File: config.mk
export PLATFORM = sky130hd
export DESIGN_NAME = knock_win_gen
export DESIGN_NICKNAME = d
export VERILOG_FILES = /design/src/rtl/knock_pkg.sv /design/src/rtl/knock_win_table.sv /design/src/rtl/knock_trig_gen.sv /design/src/rtl/knock_seq.sv /design/src/rtl/knock_win_gen.sv
export SDC_FILE = /design/constraint.sdc
export NUM_CORES = 1
export LEC_CHECK = 0
export ABC_CLOCK_PERIOD_IN_PS = 12300
export BUFFER_PORTS_ARGS = -buffer_cell sky130_fd_sc_hd__buf_2
export CELL_PAD_IN_SITES_DETAIL_PLACEMENT = 0
export CELL_PAD_IN_SITES_GLOBAL_PLACEMENT = 2
export CORE_UTILIZATION = 35
export DETAILED_ROUTE_END_ITERATION = 6
export PLACE_DENSITY = 0.69
export SLEW_MARGIN = 0
export SYNTH_ARGS = -nofsm -noshare
export SYNTH_HDL_FRONTEND = slang
export SYNTH_HIERARCHICAL = 1
export SYNTH_SLANG_ARGS = --single-unit
File: constraint.sdc
create_clock -name clk -period 12.3 [get_ports clk]
set_input_delay 2.46 -clock clk [delete_from_list [all_inputs] [get_ports clk]]
set_output_delay 2.46 -clock clk [all_outputs]
set_load 0.02 [all_outputs]
File: src/rtl/knock_pkg.sv
package knock_pkg;

    parameter int ANG_W   = 24;
    parameter int TIME_W  = 24;
    parameter int MAX_WIN = 8;

    localparam int IDX_W = $clog2(MAX_WIN);
    localparam int CNT_W = IDX_W + 1;

    typedef logic [ANG_W-1:0]  angle_t;
    typedef logic [TIME_W-1:0] ticks_t;
    typedef logic [IDX_W-1:0]  idx_t;
    typedef logic [CNT_W-1:0]  cnt_t;

    typedef enum logic {
        MODE_GATE = 1'b0,
        MODE_TRIG = 1'b1
    } knock_mode_e;

    // Event enables: one bit each for trigger, end and start
    typedef struct packed {
        logic trig;
        logic fin;
        logic start;
    } evt_en_t;

    // DMA enables in the upper half, interrupt enables in the lower half
    typedef struct packed {
        evt_en_t dma;
        evt_en_t irq;
    } opts_t;

    typedef struct packed {
        angle_t start;
        angle_t width;
    } win_ent_t;

    // Reference angle minus signed relative angle, folded once into [0, len)
    function automatic angle_t fold_sub(angle_t ref_a, angle_t rel, angle_t len);
        logic signed [ANG_W+1:0] d;
        logic signed [ANG_W+1:0] l;
        l = $signed({2'b00, len});
        d = $signed({2'b00, ref_a}) - $signed({{2{rel[ANG_W-1]}}, rel});
        if (d < 0)
            d = d + l;
        else if (d >= l)
            d = d - l;
        return d[ANG_W-1:0];
    endfunction

    // Angle plus width, folded once into [0, len)
    function automatic angle_t fold_add(angle_t a, angle_t w, angle_t len);
        logic [ANG_W:0] s;
        s = {1'b0, a} + {1'b0, w};
        if (s >= {1'b0, len})
            s = s - {1'b0, len};
        return s[ANG_W-1:0];
    endfunction

    function automatic cnt_t clamp_cnt(cnt_t c);
        return (c > CNT_W'(MAX_WIN)) ? CNT_W'(MAX_WIN) : c;
    endfunction

endpackage

File: src/rtl/knock_win_table.sv
module knock_win_table
    import knock_pkg::*;
#(
    parameter int DEPTH = MAX_WIN,
    parameter int AW    = IDX_W
) (
    input  logic           clk,
    input  logic           rst,
    input  logic           we,
    input  logic [AW-1:0]  waddr,
    input  win_ent_t       wdata,
    input  logic [AW-1:0]  raddr,
    output win_ent_t       rdata
);

    win_ent_t ent [DEPTH];

    for (genvar g = 0; g < DEPTH; g++) begin : g_ent
        always_ff @(posedge clk) begin
            if (rst)
                ent[g] <= '0;
            else if (we && waddr == AW'(g))
                ent[g] <= wdata;
        end
    end

    assign rdata = ent[raddr];

endmodule

File: src/rtl/knock_trig_gen.sv
module knock_trig_gen
    import knock_pkg::*;
(
    input  logic   clk,
    input  logic   rst,
    input  logic   clr,
    input  logic   load,
    input  logic   run,
    input  logic   tick,
    input  ticks_t half,
    output logic   phase,
    output logic   rise
);

    ticks_t hcnt;
    logic   wrap_now;

    assign wrap_now = run && tick && (hcnt == half - 1'b1);
    // A rising half begins when the phase flips from low to high
    assign rise     = wrap_now && !phase;

    always_ff @(posedge clk) begin
        if (rst || clr) begin
            phase <= 1'b0;
            hcnt  <= '0;
        end else if (load) begin
            phase <= 1'b1;
            hcnt  <= '0;
        end else if (!run) begin
            phase <= 1'b0;
            hcnt  <= '0;
        end else if (tick) begin
            if (wrap_now) begin
                hcnt  <= '0;
                phase <= ~phase;
            end else begin
                hcnt <= hcnt + 1'b1;
            end
        end
    end

endmodule

File: src/rtl/knock_seq.sv
module knock_seq
    import knock_pkg::*;
(
    input  logic        clk,
    input  logic        rst,
    input  logic        init,
    input  angle_t      angle_now,
    input  angle_t      abs_start,
    input  angle_t      abs_end,
    input  knock_mode_e cfg_mode,
    input  ticks_t      cfg_period,
    input  opts_t       cfg_opts,
    input  cnt_t        cfg_count,
    input  logic        trig_rise,
    output idx_t        win_idx,
    output logic        win_open,
    output knock_mode_e act_mode,
    output ticks_t      half_q,
    output logic        hit_start,
    output logic        hit_end,
    output logic        irq_ev,
    output logic        dma_ev,
    output logic        irq_pulse,
    output logic        dma_pulse
);

    cnt_t   cnt_eff;
    cnt_t   cnt_q;
    angle_t fin_q;
    opts_t  opts_q;
    opts_t  opts_use;
    evt_en_t evs;
    cnt_t   idx_nxt;

    assign cnt_eff   = clamp_cnt(cfg_count);
    assign hit_start = !init && !win_open && (cnt_eff != '0) && (angle_now == abs_start);
    assign hit_end   = !init && win_open && (angle_now == fin_q);

    always_comb begin
        evs.start = hit_start;
        evs.fin   = hit_end;
        evs.trig  = (hit_start && cfg_mode == MODE_TRIG) || trig_rise;
    end

    // The start event uses the options captured with it
    assign opts_use = hit_start ? cfg_opts : opts_q;
    assign irq_ev   = !init && |(opts_use.irq & evs);
    assign dma_ev   = !init && |(opts_use.dma & evs);
    assign idx_nxt  = {1'b0, win_idx} + 1'b1;

    always_ff @(posedge clk) begin
        if (rst || init) begin
            win_open <= 1'b0;
            win_idx  <= '0;
        end else if (hit_start) begin
            win_open <= 1'b1;
        end else if (hit_end) begin
            win_open <= 1'b0;
            win_idx  <= (idx_nxt >= cnt_q) ? '0 : idx_nxt[IDX_W-1:0];
        end
    end

    always_ff @(posedge clk) begin
        if (rst) begin
            act_mode <= MODE_GATE;
            half_q   <= '0;
            opts_q   <= '0;
            cnt_q    <= '0;
            fin_q    <= '0;
        end else if (hit_start) begin
            act_mode <= cfg_mode;
            half_q   <= cfg_period >> 1;
            opts_q   <= cfg_opts;
            cnt_q    <= cnt_eff;
            fin_q    <= abs_end;
        end
    end

    always_ff @(posedge clk) begin
        if (rst) begin
            irq_pulse <= 1'b0;
            dma_pulse <= 1'b0;
        end else begin
            irq_pulse <= irq_ev;
            dma_pulse <= dma_ev;
        end
    end

endmodule

File: src/rtl/knock_win_gen.sv
module knock_win_gen
    import knock_pkg::*;
(
    input  logic                 clk,
    input  logic                 rst,
    input  logic                 init_strobe,
    input  logic [ANG_W-1:0]     angle_now,
    input  logic [ANG_W-1:0]     cycle_len,
    input  logic                 time_tick,
    input  logic                 cfg_mode,
    input  logic                 cfg_pol,
    input  logic [ANG_W-1:0]     cfg_tdc,
    input  logic [TIME_W-1:0]    cfg_period,
    input  logic [5:0]           cfg_opts,
    input  logic [CNT_W-1:0]     cfg_count,
    input  logic                 tbl_we,
    input  logic [IDX_W-1:0]     tbl_addr,
    input  logic [ANG_W-1:0]     tbl_start,
    input  logic [ANG_W-1:0]     tbl_width,
    input  logic                 irq_clr,
    output logic                 pin,
    output logic                 irq_pulse,
    output logic                 dma_pulse,
    output logic                 irq_flag
);

    win_ent_t    wr_ent;
    win_ent_t    cur_ent;
    idx_t        win_idx;
    logic        win_open;
    knock_mode_e act_mode;
    ticks_t      half_q;
    logic        hit_start;
    logic        hit_end;
    logic        irq_ev;
    logic        dma_ev;
    logic        trig_rise;
    logic        trig_phase;
    logic        trig_run;
    logic        trig_load;
    logic        active;
    angle_t      abs_start;
    angle_t      abs_end;

    assign wr_ent.start = tbl_start;
    assign wr_ent.width = tbl_width;

    knock_win_table #(
        .DEPTH (MAX_WIN),
        .AW    (IDX_W)
    ) u_table (
        .clk   (clk),
        .rst   (rst),
        .we    (tbl_we),
        .waddr (tbl_addr),
        .wdata (wr_ent),
        .raddr (win_idx),
        .rdata (cur_ent)
    );

    assign abs_start = fold_sub(cfg_tdc, cur_ent.start, cycle_len);
    assign abs_end   = fold_add(abs_start, cur_ent.width, cycle_len);

    knock_seq u_seq (
        .clk        (clk),
        .rst        (rst),
        .init       (init_strobe),
        .angle_now  (angle_now),
        .abs_start  (abs_start),
        .abs_end    (abs_end),
        .cfg_mode   (knock_mode_e'(cfg_mode)),
        .cfg_period (cfg_period),
        .cfg_opts   (opts_t'(cfg_opts)),
        .cfg_count  (cfg_count),
        .trig_rise  (trig_rise),
        .win_idx    (win_idx),
        .win_open   (win_open),
        .act_mode   (act_mode),
        .half_q     (half_q),
        .hit_start  (hit_start),
        .hit_end    (hit_end),
        .irq_ev     (irq_ev),
        .dma_ev     (dma_ev),
        .irq_pulse  (irq_pulse),
        .dma_pulse  (dma_pulse)
    );

    assign trig_load = hit_start && (knock_mode_e'(cfg_mode) == MODE_TRIG);
    assign trig_run  = win_open && (act_mode == MODE_TRIG) && !hit_end;

    knock_trig_gen u_trig (
        .clk   (clk),
        .rst   (rst),
        .clr   (init_strobe),
        .load  (trig_load),
        .run   (trig_run),
        .tick  (time_tick),
        .half  (half_q),
        .phase (trig_phase),
        .rise  (trig_rise)
    );

    assign active = win_open && ((act_mode == MODE_GATE) || trig_phase);
    assign pin    = cfg_pol ? active : ~active;

    always_ff @(posedge clk) begin
        if (rst)
            irq_flag <= 1'b0;
        else if (irq_ev)
            irq_flag <= 1'b1;
        else if (irq_clr)
            irq_flag <= 1'b0;
    end

endmodule

Word level (Yosys, flattened, before mapping)

Memory sizes are Yosys's and may differ from the RTL's. A register that Yosys moved wholly into a read port is not among the register bits.
Cells that the tools add are included.

Register bits after elaboration: 90
RAM bits: 384
Input port bits: 165
Output and inout bits: 4
Memories kept: 1

Add/sub/neg operators: 8
$lt $le $gt $ge: 5
Equality and inequality tests: 12
Muxes and demuxes: 52
Bitwise logic cells: 15
Reductions and logical operators: 38

Memories:

| name        | words | width | rd ports | clocked after memory_dff | wr ports | RTL line              | text |
|---|---|---|---|---|---|---|---|
| u_table.ent | 8     | 48    | 1        | 1                        | 8        | knock_win_table.sv:16 | `win_ent_t ent [DEPTH];` |

Operators with widths:

| operator                                                               | count |
|---|---|
| 48-bit 2-to-1 mux                                                      | 8 |
| 24-bit 2-to-1 mux                                                      | 4 |
| 24-bit equality test                                                   | 3 |
| 24-bit subtractor                                                      | 2 |
| 1-bit 2-to-1 mux                                                       | 35 |
| 26-bit by 25-bit greater-or-equal comparator with 1-bit output         | 1 |
| 26-bit by 1-bit < comparator with 1-bit output (second input constant) | 1 |
| 25-bit by 24-bit subtractor with 26-bit output                         | 1 |
| 24-bit by 24-bit adder with 25-bit output                              | 1 |
| 25-bit by 24-bit greater-or-equal comparator with 1-bit output         | 1 |
| 24-bit by 1-bit adder with 24-bit output (second input constant)       | 1 |
| 24-bit adder                                                           | 1 |
| 23-bit by 1-bit subtractor with 24-bit output (second input constant)  | 1 |
| 1-bit logical AND                                                      | 22 |
| 3-bit equality test (second input constant)                            | 4 |
| 3-bit 2-to-1 mux                                                       | 3 |
| 3-bit OR reduction                                                     | 3 |
| 1-bit OR                                                               | 8 |
| 3-bit AND                                                              | 2 |
| 3-bit by 2-bit equality test with 1-bit output (second input constant) | 2 |
| 6-bit 2-to-1 mux                                                       | 1 |
| 3-bit != test (second input constant)                                  | 2 |
| 1-bit inverter                                                         | 5 |
| 3-bit by 1-bit adder with 4-bit output (second input constant)         | 1 |
| other kinds (10)                                                       | 17 |

Longest topological paths before layout

Gate-level depths: netlist of the first run.

Depth after elaboration: 13
Mapped depth: 52
Mapped depth without buffers: 45

Modules after synthesis

Netlist of the first run, hierarchy kept.

Modules (own cells, without submodules):

| module          | times used | cells each | area each (um2) | seq. area each (um2) |
|---|---|---|---|---|
| knock_win_table | 1          | 1088       | 17215.3         | 11531.1 |
| knock_win_gen   | 1          | 949        | 6540.0          | 20.0 |
| knock_seq       | 1          | 377        | 2987.9          | 1241.2 |
| knock_trig_gen  | 1          | 273        | 2298.5          | 500.5 |

Worst setup path after synthesis of the first run

No wires, ideal clock.

Path kind: input-to-reg
Start: input port cfg_tdc[4]
End: register u_seq.fin_q[15]
Arrival time: 10.393 ns
Data required time: 12.168 ns
Path slack: 1.775 ns
Stages on the path: 40
Buffers on the path: 3
Path through: ha_1 > a2111o_1 > o22ai_1 > or2_2 > nand2_1 > and2_1 > o21ai_0 > nand2b_1 > xor2_1 > ha_1 > buf_2 > nand4_1 > o311ai_1 > o2bb2ai_2 > o221ai_1 > a211o_2 > and2_1 > buf_4 > (+4 left out) > o21a_1 > o21ai_2 > nor2_1 > o21ai_0 > nand2b_1 > a21boi_0 > xnor2_1 > ha_1 > a21o_1 > a21o_1 > a21oi_1 > o21ai_0 > a2111o_1 > a311oi_4 > buf_6 > mux2_1 > nand2_1 > a21oi_1

Longest elaborated chain between the ends: 7
Elaborated cells between the ends (all ways): 13
Classes of those cells: add/sub: 5; order compare: 3; eq/ne: 1; mux: 3; reduce/logical: 1

Ends and longest elaborated chain:

| item                                                                                                | RTL line                         | text |
|---|---|---|
| start: declaration                                                                                  | knock_win_gen.sv:12              | `input logic [ANG_W-1:0] cfg_tdc,` |
| 25-bit by 24-bit subtractor with 26-bit output (*)                                                  | knock_pkg.sv:43                  | `d = $signed({2'b00, ref_a}) - $signed({{2{rel[ANG_W-1]}}, rel});` |
| 24-bit subtractor or 26-bit by 25-bit greater-or-equal comparator with 1-bit output (tied branches) | knock_pkg.sv:47, knock_pkg.sv:46 |  |
| 24-bit 2-to-1 mux                                                                                   | knock_pkg.sv:46                  | `else if (d >= l)` |
| 24-bit 2-to-1 mux (*)                                                                               | knock_pkg.sv:44                  | `if (d < 0)` |
| via abs_start[6]                                                                                    | knock_win_gen.sv:42              | `angle_t abs_start;` |
| 24-bit by 24-bit adder with 25-bit output (*)                                                       | knock_pkg.sv:54                  | `s = {1'b0, a} + {1'b0, w};` |
| 24-bit subtractor or 25-bit by 24-bit greater-or-equal comparator with 1-bit output (tied branches) | knock_pkg.sv:56, knock_pkg.sv:55 |  |
| 24-bit 2-to-1 mux (*)                                                                               | knock_pkg.sv:55                  | `if (s >= {1'b0, len})` |
| via abs_end[15]                                                                                     | knock_win_gen.sv:43              | `angle_t abs_end;` |
| end signal: assignment                                                                              | knock_seq.sv:75                  | `fin_q <= abs_end;` |
| end: declaration                                                                                    | knock_seq.sv:29                  | `angle_t fin_q;` |

The timed path passes the listed nets; every way through them passes the cells marked *.
A chain may end at the register's enable or synchronous reset.

Worst setup path in the final report of the first run

Start: input port cfg_tdc[4]
End: register u_seq.fin_q[3]

Longest elaborated chain between the ends: 7
Elaborated cells between the ends (all ways): 13
Classes of those cells: add/sub: 5; order compare: 3; eq/ne: 1; mux: 3; reduce/logical: 1

Ends and longest elaborated chain:

| item                                                                                                | RTL line |
|---|---|
| 25-bit by 24-bit subtractor with 26-bit output (*)                                                  | knock_pkg.sv:43 |
| 24-bit subtractor or 26-bit by 25-bit greater-or-equal comparator with 1-bit output (tied branches) | knock_pkg.sv:47, knock_pkg.sv:46 |
| 24-bit 2-to-1 mux                                                                                   | knock_pkg.sv:46 |
| 24-bit 2-to-1 mux (*)                                                                               | knock_pkg.sv:44 |
| via abs_start[7]                                                                                    | knock_win_gen.sv:42 |
| 24-bit by 24-bit adder with 25-bit output (*)                                                       | knock_pkg.sv:54 |
| 25-bit by 24-bit greater-or-equal comparator with 1-bit output (*)                                  | knock_pkg.sv:55 |
| 24-bit 2-to-1 mux (*)                                                                               | knock_pkg.sv:55 |
| via abs_end[3]                                                                                      | knock_win_gen.sv:43 |

Marked as above.

==> summary.md, run 1 <==
| Metric | Value |
|---|---|
| Via density | 5.540 |
| Met1 Usage GRT | 0.2861 |
| Antenna violations before repair | 9 |
| Reg2reg path depth | 45 |
| Share of cells above drive strength 1 | 0.1823 |
| Clk sink count | 472 |
| Initial Util | 0.3536 |
| Routed vias | 21,730 |
| Post-CTS resize count | 0 |
| Core Region | 82,110 um^2 |
| Fin. max-slew vios | 0 |
| Slew HR | 0.2159 |
| Drt first pass iters | 5 |
| Required @ worst endpoint | 12.83 ns |
| GRT Resource Usage Total | 0.2117 |
| Vias in the first global route | 22,130 |
| Synth Net Count | 2,983 |
| CP endpoint kind | register |
| DR iter-0 viols | 1,513 |
| IO Count | 169 |
| Fin crit share | 0.9495 |
| Nets@finish | 3,100 |
| Setup TNS | 0 ns |
| Most frequent cells in the layout | nor3_1, edfxtp_1, nand2_1 |
| Worst hold path type | register to register |
| Min-Delay Path Depth | 2 |
| # DRC | 0 |
| Met3 Use GR | 0.02635 |
| Cts hold-fix bufs | 0 |
| Crit path DAT | 12.21 ns |
| Hpwl dp | 61.86 mm |
| Final Setup Violations | 0 |
| Setup bufs post-CTS | 0 |
| Leak pwr | 11.67 nW |
| Total grt overflow | 0 |
| Achievable frequency | 85.62 MHz |
| Worst skew pair latency | 0.61 ns |
| CTS Buffer Depth | 3 |
| Row count | 105 |
| Startpoint types | input pin |
| Die H | 290.0 um |
| Slowest stage delay, CP | 0.63 ns |
| Worst slew pin tran | 1.176 ns |
| RSZ-0062 raised after global routing | no |
| Most common cell after layout, fill and taps aside | nor3_1 |
| Worst Skew | 0.01931 ns |
| DIE WIDTH | 290.0 um |
| Area of the die | 84,110 um^2 |
| Drt wl/cell | 22.94 um |
| Reg clk slew, reported paths | 0.05 ns |
| Top Usage Layer GRT | met2 |
| Outcome | finished clean |
| Final wirelength | 89.98 mm |
| Met2 Use GR | 0.3542 |
| Yosys warns | 6 |
| Min Tclk post-route | 11.68 ns |
| Syn Area/Cell | 10.81 um^2 |
| Fin cells | 3,923 |
| GPL Wtd Cong | 0.9064 |
| H-tree depth | 2 |
| First-pass GRT wire length | 136.1 mm |
| Antenna-violating nets left | 0 |
| Largest net degree at the start of global routing | 112 |
| Max cap viols | 0 |
| Pwr Density | 182.4 nW/um^2 |
| Synthesized area | 29,030 um^2 |
| Setup CP Type | input pin to register |
| Area growth syn-to-layout | 13.63% |
| Number of CTS-inserted buffers | 54 |
| Crit Path Max Fanout | 41 |
| Port Buffers | 167 |
| Inst Count DP | 3,817 |
| Post-Syn Instances | 2,686 |
| CP max stage cell | or4_1 |
| Root Buffer | clkbuf_16 |
| Worst vdd ir | 0.0001210 V |
| CTS tree | done |
| Hold Vio Cnt, Final | 0 |
## area by class of cell
type	instances	area, um^2
clock inverters	37	544.3
inverters	160	600.6
fillers	7967	49120
flip-flops and latches	472	13300
well taps	1070	1339
repair buffers	233	1344
diodes	6	15.01
clock buffers	63	1415
multi-input cells	1882	14430
## per-stage QoR
| step | power [mW] | hold WS, ns | setup slack, ns | util | area, um^2 |
|---|---|---|---|---|---|
| 2_1_floorplan | 3.563 | 0.4319 | 1.775 | - | 29030 |
| 3_3_place_gp | 4.261 | 0.4406 | 0.1672 | 0.3777 | 31010 |
| 4_1_cts | 6.072 | 0.4532 | 0.6040 | 0.4016 | 32970 |
| 3_5_place_dp | 4.283 | 0.4455 | 0.04007 | 0.3777 | 31010 |
| 5_1_grt | 6.379 | 0.4790 | 0.008105 | 0.4018 | 32990 |
| 6_report | 6.018 | 0.4519 | 0.6210 | 0.4018 | 32990 |
## sequential cells by signal, indices dropped and copies added, names as in the netlist
register	flops
irq_flag	1
u_seq/cnt_q	4
u_seq/win_idx	3
u_trig/hcnt	24
u_seq/irq_pulse	1
u_seq/dma_pulse	1
u_seq/win_open	1
u_seq/half_q	23
u_trig/phase	1
u_table/ent	384
u_seq/fin_q	24
u_seq/act_mode	1
u_seq/opts_q	4
## critical path: cells and delay by family
family                   cells  cell delay [ns]
XOR/XNOR                     2             0.20
buffers and inverters        5             0.90
adder cells (fa/ha/maj)      4             1.47
AND/OR/NAND/NOR              7             1.71
AO/OA/AOI/OAI               25             5.46
## final timing paths
path                                      start                           to  slack (ns)
hold reg to reg      u_seq/opts_q[5]$_SDFF_PP0_   u_seq/opts_q[5]$_SDFF_PP0_        0.45
setup / recovery                     cfg_tdc[4]  u_seq/fin_q[3]$_SDFFE_PP0N_        0.62
hold / removal       u_seq/opts_q[5]$_SDFF_PP0_   u_seq/opts_q[5]$_SDFF_PP0_        0.45
setup reg to reg  u_seq/win_idx[0]$_SDFFE_PP0P_  u_seq/fin_q[3]$_SDFFE_PP0N_        0.96
## power by group
group | total (mW) | switching (mW) | leakage [nW] | internal (mW)
clock network | 1.77 | 0.674 | 0.964 | 1.10
registers | 1.83 | 0.0190 | 4.42 | 1.81
logic | 2.42 | 1.45 | 6.29 | 0.967
total | 6.02 | 2.14 | 11.7 | 3.88
## metal layers
metal,wire length (um),part of all wire
met1,39880,0.44
met2,43270,0.48
met3,4608,0.051
met4,2213,0.025
met5,12,0.00013
No activity file was read; power rests on OpenSTA's default activity.
==> run 2: changes to the inputs <==
--- a/config.mk
+++ b/config.mk
@@ -9,9 +9,9 @@
 export BUFFER_PORTS_ARGS = -buffer_cell sky130_fd_sc_hd__buf_2
 export CELL_PAD_IN_SITES_DETAIL_PLACEMENT = 0
 export CELL_PAD_IN_SITES_GLOBAL_PLACEMENT = 2
-export CORE_UTILIZATION = 35
+export CORE_UTILIZATION = 42
 export DETAILED_ROUTE_END_ITERATION = 6
-export PLACE_DENSITY = 0.69
+export PLACE_DENSITY = 0.81
 export SLEW_MARGIN = 0
 export SYNTH_ARGS = -nofsm -noshare
 export SYNTH_HDL_FRONTEND = slang
==> constraint.sdc (replaced) <==
create_clock -name clk -period 12.3 [get_ports clk]
set_input_delay 0.615 -clock clk [delete_from_list [all_inputs] [get_ports clk]]
set_output_delay 0.615 -clock clk [all_outputs]
set_load 0.02 [all_outputs]
==> run 2 against run 1 <==
Compared with the run above:
- final area decreased by 2.3%
- largest cell class unchanged
- highest routed layer unchanged
- critical path depth down 1
- combinational power shrank 3%
- first-iteration DRC count up 7.7%
- the flow now finishes with violations (DRC)
- largest power group unchanged
- final cell count is 5.8% lower
- fmax increased by 2.0%
- register-to-register slack worse by 0.10 ns
- hold slack lost 0.20 ns
==> summary.md, run 2 (same netlist as run 1, synthesis figures left out) <==
| Metric | Value |
|---|---|
| Met2 Use GR | 0.3960 (+0.04173) |
| R2R setup slack | 0.86 ns (-0.10 ns) |
| Root Buffer | clkbuf_16 |
| Initial Util | 0.4240 (+0.07046) |
| Area of the die | 70,180 um^2 (-17%) |
| CP endpoint kind | register |
| Die H | 264.9 um (-8.7%) |
| DR iter-0 viols | 1,630 (+7.7%) |
| Worst slew pin tran | 1.143 ns (-0.03360 ns) |
| Via density | 5.887 (+6.3%) |
| Failing checks | DRC |
| Number of CTS-inserted buffers | 51 (-5.6%) |
| Reg2reg path depth | 42 (-6.7%) |
| R2R Path End | u_seq/fin_q[0]$_SDFFE_PP0N_ |
| Max FFs per register | 384 (unchanged) |
| Largest net degree at the start of global routing | 104 (-7.1%) |
| # DRC | 1 (+1) |
| Worst Skew | 0.01830 ns (-0.001009 ns) |
| Reg clk slew, reported paths | 0.06 ns (about the same) |
| Critical path depth | 42 (-2.3%) |
| RSZ-0062 raised after global routing | no |
| Post-CTS resize count | 0 (unchanged) |
| Max cap viols | 0 (unchanged) |
| Nets@finish | 3,071 (-0.94%) |
| FF-to-FF Start | u_seq/win_idx[2]$_SDFFE_PP0P_ |
| Setup CP Type | register to register |
| GRT Resource Usage Total | 0.2391 (+0.02750) |
| Achievable frequency | 87.38 MHz (+2.0%) |
| Outcome | finished, violations left |
| Setup TNS | 0 ns (unchanged) |
| Crit Path Max Fanout | 42 (+2.4%) |
| Crit path DAT | 11.97 ns (-0.24 ns) |
| DIE WIDTH | 264.9 um (-8.7%) |
| Drt wl/cell | 22.97 um (+0.14%) |
| Fin. max-slew vios | 0 (unchanged) |
| Hpwl dp | 57.91 mm (-6.4%) |
| Slowest stage delay, CP | 0.77 ns (+0.14 ns) |
| Crit path buf inv count | 2 (-3) |
| Fin crit share | 0.9305 (-0.01906) |
| Register Area | 13,300 um^2 (unchanged) |
| Total grt overflow | 0 (unchanged) |
| Setup bufs post-CTS | 0 (unchanged) |
| First-pass GRT wire length | 127.9 mm (-6.0%) |
| GPL Wtd Cong | 0.9205 (+1.6%) |
| CP max stage cell | dfxtp_4 |
| Worst hold path type | input pin to register |
| Fin cells | 3,695 (-5.8%) |
| Hold Vio Cnt, Final | 0 (unchanged) |
| Top reg by flops | u_table/ent |
| Leak pwr | 11.38 nW (-2.6%) |
| Cell family with most CP delay | compound AO/OA/AOI/OAI gates |
| Clk sink count | 472 (unchanged) |
| Worst skew pair latency | 0.61 ns (about the same) |
| Worst Hold End | u_seq/half_q[10]$_SDFFE_PP0N_ |
| Antenna diodes | 0 (-6) |
| Min Tclk post-route | 11.44 ns (-0.2344 ns) |
| Met3 Use GR | 0.02703 (+0.0006840) |
| Area growth syn-to-layout | 11.06% |
| Final Setup Violations | 0 (unchanged) |
| Most frequent cells in the layout | nor3_1, edfxtp_1, nand2_1 |
| Hold slack final | 0.2499 ns (-0.2020 ns) |
| Core Region | 68,470 um^2 (-17%) |
| Drt first pass iters | 7 (+2) |
| Port Buffers | 167 (unchanged) |
| Met1 Usage GRT | 0.3293 (+0.04318) |
| Row count | 96 (-8.6%) |
| Routed vias | 21,750 (+0.097%) |
| Multi-input gate area | 14,430 um^2 (about the same) |
| Min-delay src | cfg_period[11] |
| Top Registers | u_table/ent: 384 flops, u_seq/fin_q: 24 flops, u_trig/hcnt: 24 flops |
| Cts hold-fix bufs | 0 (unchanged) |
| Top Usage Layer GRT | met2 |
| Startpoint types | register |
| Most common cell after layout, fill and taps aside | nor3_1 |
| Inst Count DP | 3,602 (-5.6%) |
| Final wirelength | 84.87 mm (-5.7%) |
| IO Count | 169 (unchanged) |
| H-tree depth | 2 (unchanged) |
| Required @ worst endpoint | 12.83 ns (about the same) |
| Total power | 5.703 mW (-5.2%) |
| Vias in the first global route | 21,460 (-3.0%) |
| Pwr Density | 176.9 nW/um^2 (-3.0%) |
| Fill cells | 6,311 (-21%) |
| Slew HR | 0.2346 (+0.01865) |
| Min-Delay Path Depth | 3 (+1) |
| Util after Layout | 0.4710 (+0.06918) |
| Share of cells above drive strength 1 | 0.1692 (-0.01308) |
| CTS Buffer Depth | 3 (unchanged) |
| CTS tree | done |
| Antenna-violating nets left | 0 (unchanged) |
| Antenna violations before repair | 1 (-8) |
| Worst vdd ir | 0.0001650 V (+36%) |
-- run 2: where the power goes --
group	switching, mW	internal [mW]
clock	0.631	0.889
sequential	0.0193	1.81
combinational	1.43	0.923
total	2.08	3.62
-- run 2: how the worst max path moves through the flow --
stage,to,slack (ns),from
2_1_floorplan,u_seq/fin_q[15]$_SDFFE_PP0N_,2.69,u_seq/win_idx[0]$_SDFFE_PP0P_
3_3_place_gp,u_seq/fin_q[0]$_SDFFE_PP0N_,0.86,u_seq/win_idx[0]$_SDFFE_PP0P_
3_5_place_dp,u_seq/fin_q[1]$_SDFFE_PP0N_,0.77,u_seq/win_idx[0]$_SDFFE_PP0P_
4_1_cts,u_seq/fin_q[0]$_SDFFE_PP0N_,0.72,u_seq/win_idx[0]$_SDFFE_PP0P_
5_1_grt,u_seq/fin_q[2]$_SDFFE_PP0N_,0.07,u_seq/win_idx[0]$_SDFFE_PP0P_
6_report,u_seq/fin_q[0]$_SDFFE_PP0N_,0.86,u_seq/win_idx[2]$_SDFFE_PP0P_
-- run 2: worst register-to-register path: cells and delay by family, from the launching register on --
family                     cells  cell delay, ns
buffers and inverters          2            0.26
muxes                          2            0.75
AOI/OAI and AO/OA             21            5.39
adders and majority gates      4            1.39
xor gates and xnor gates       2            0.55
DFF                            1            0.77
and+or+nand+nor               11            2.27
-- run 2: per-stage QoR --
step           worst slack [ns]  area (um^2)
4_1_cts                  0.7205        32220
5_1_grt                 0.07384        32240
3_5_place_dp             0.7745        30580
2_1_floorplan             2.691        29030
6_report                 0.8554        32240
3_3_place_gp             0.8612        30580
-- run 2: layer usage --
layer | up-vias | wire [um]
met1 | 10690 | 37610
met4 | 2 | 2200
met5 | - | 13
met2 | 662 | 40510
li1 | 10280 | -
met3 | 124 | 4539
-- run 2: cell type report --
cell class	instances	share of cell area
well taps	882	0.03422
clock inverters	24	0.008614
multi-input cells	1882	0.4474
flip-flops and latches	472	0.4126
repair buffers	207	0.03601
clock buffers	68	0.04249
inverters	160	0.01863
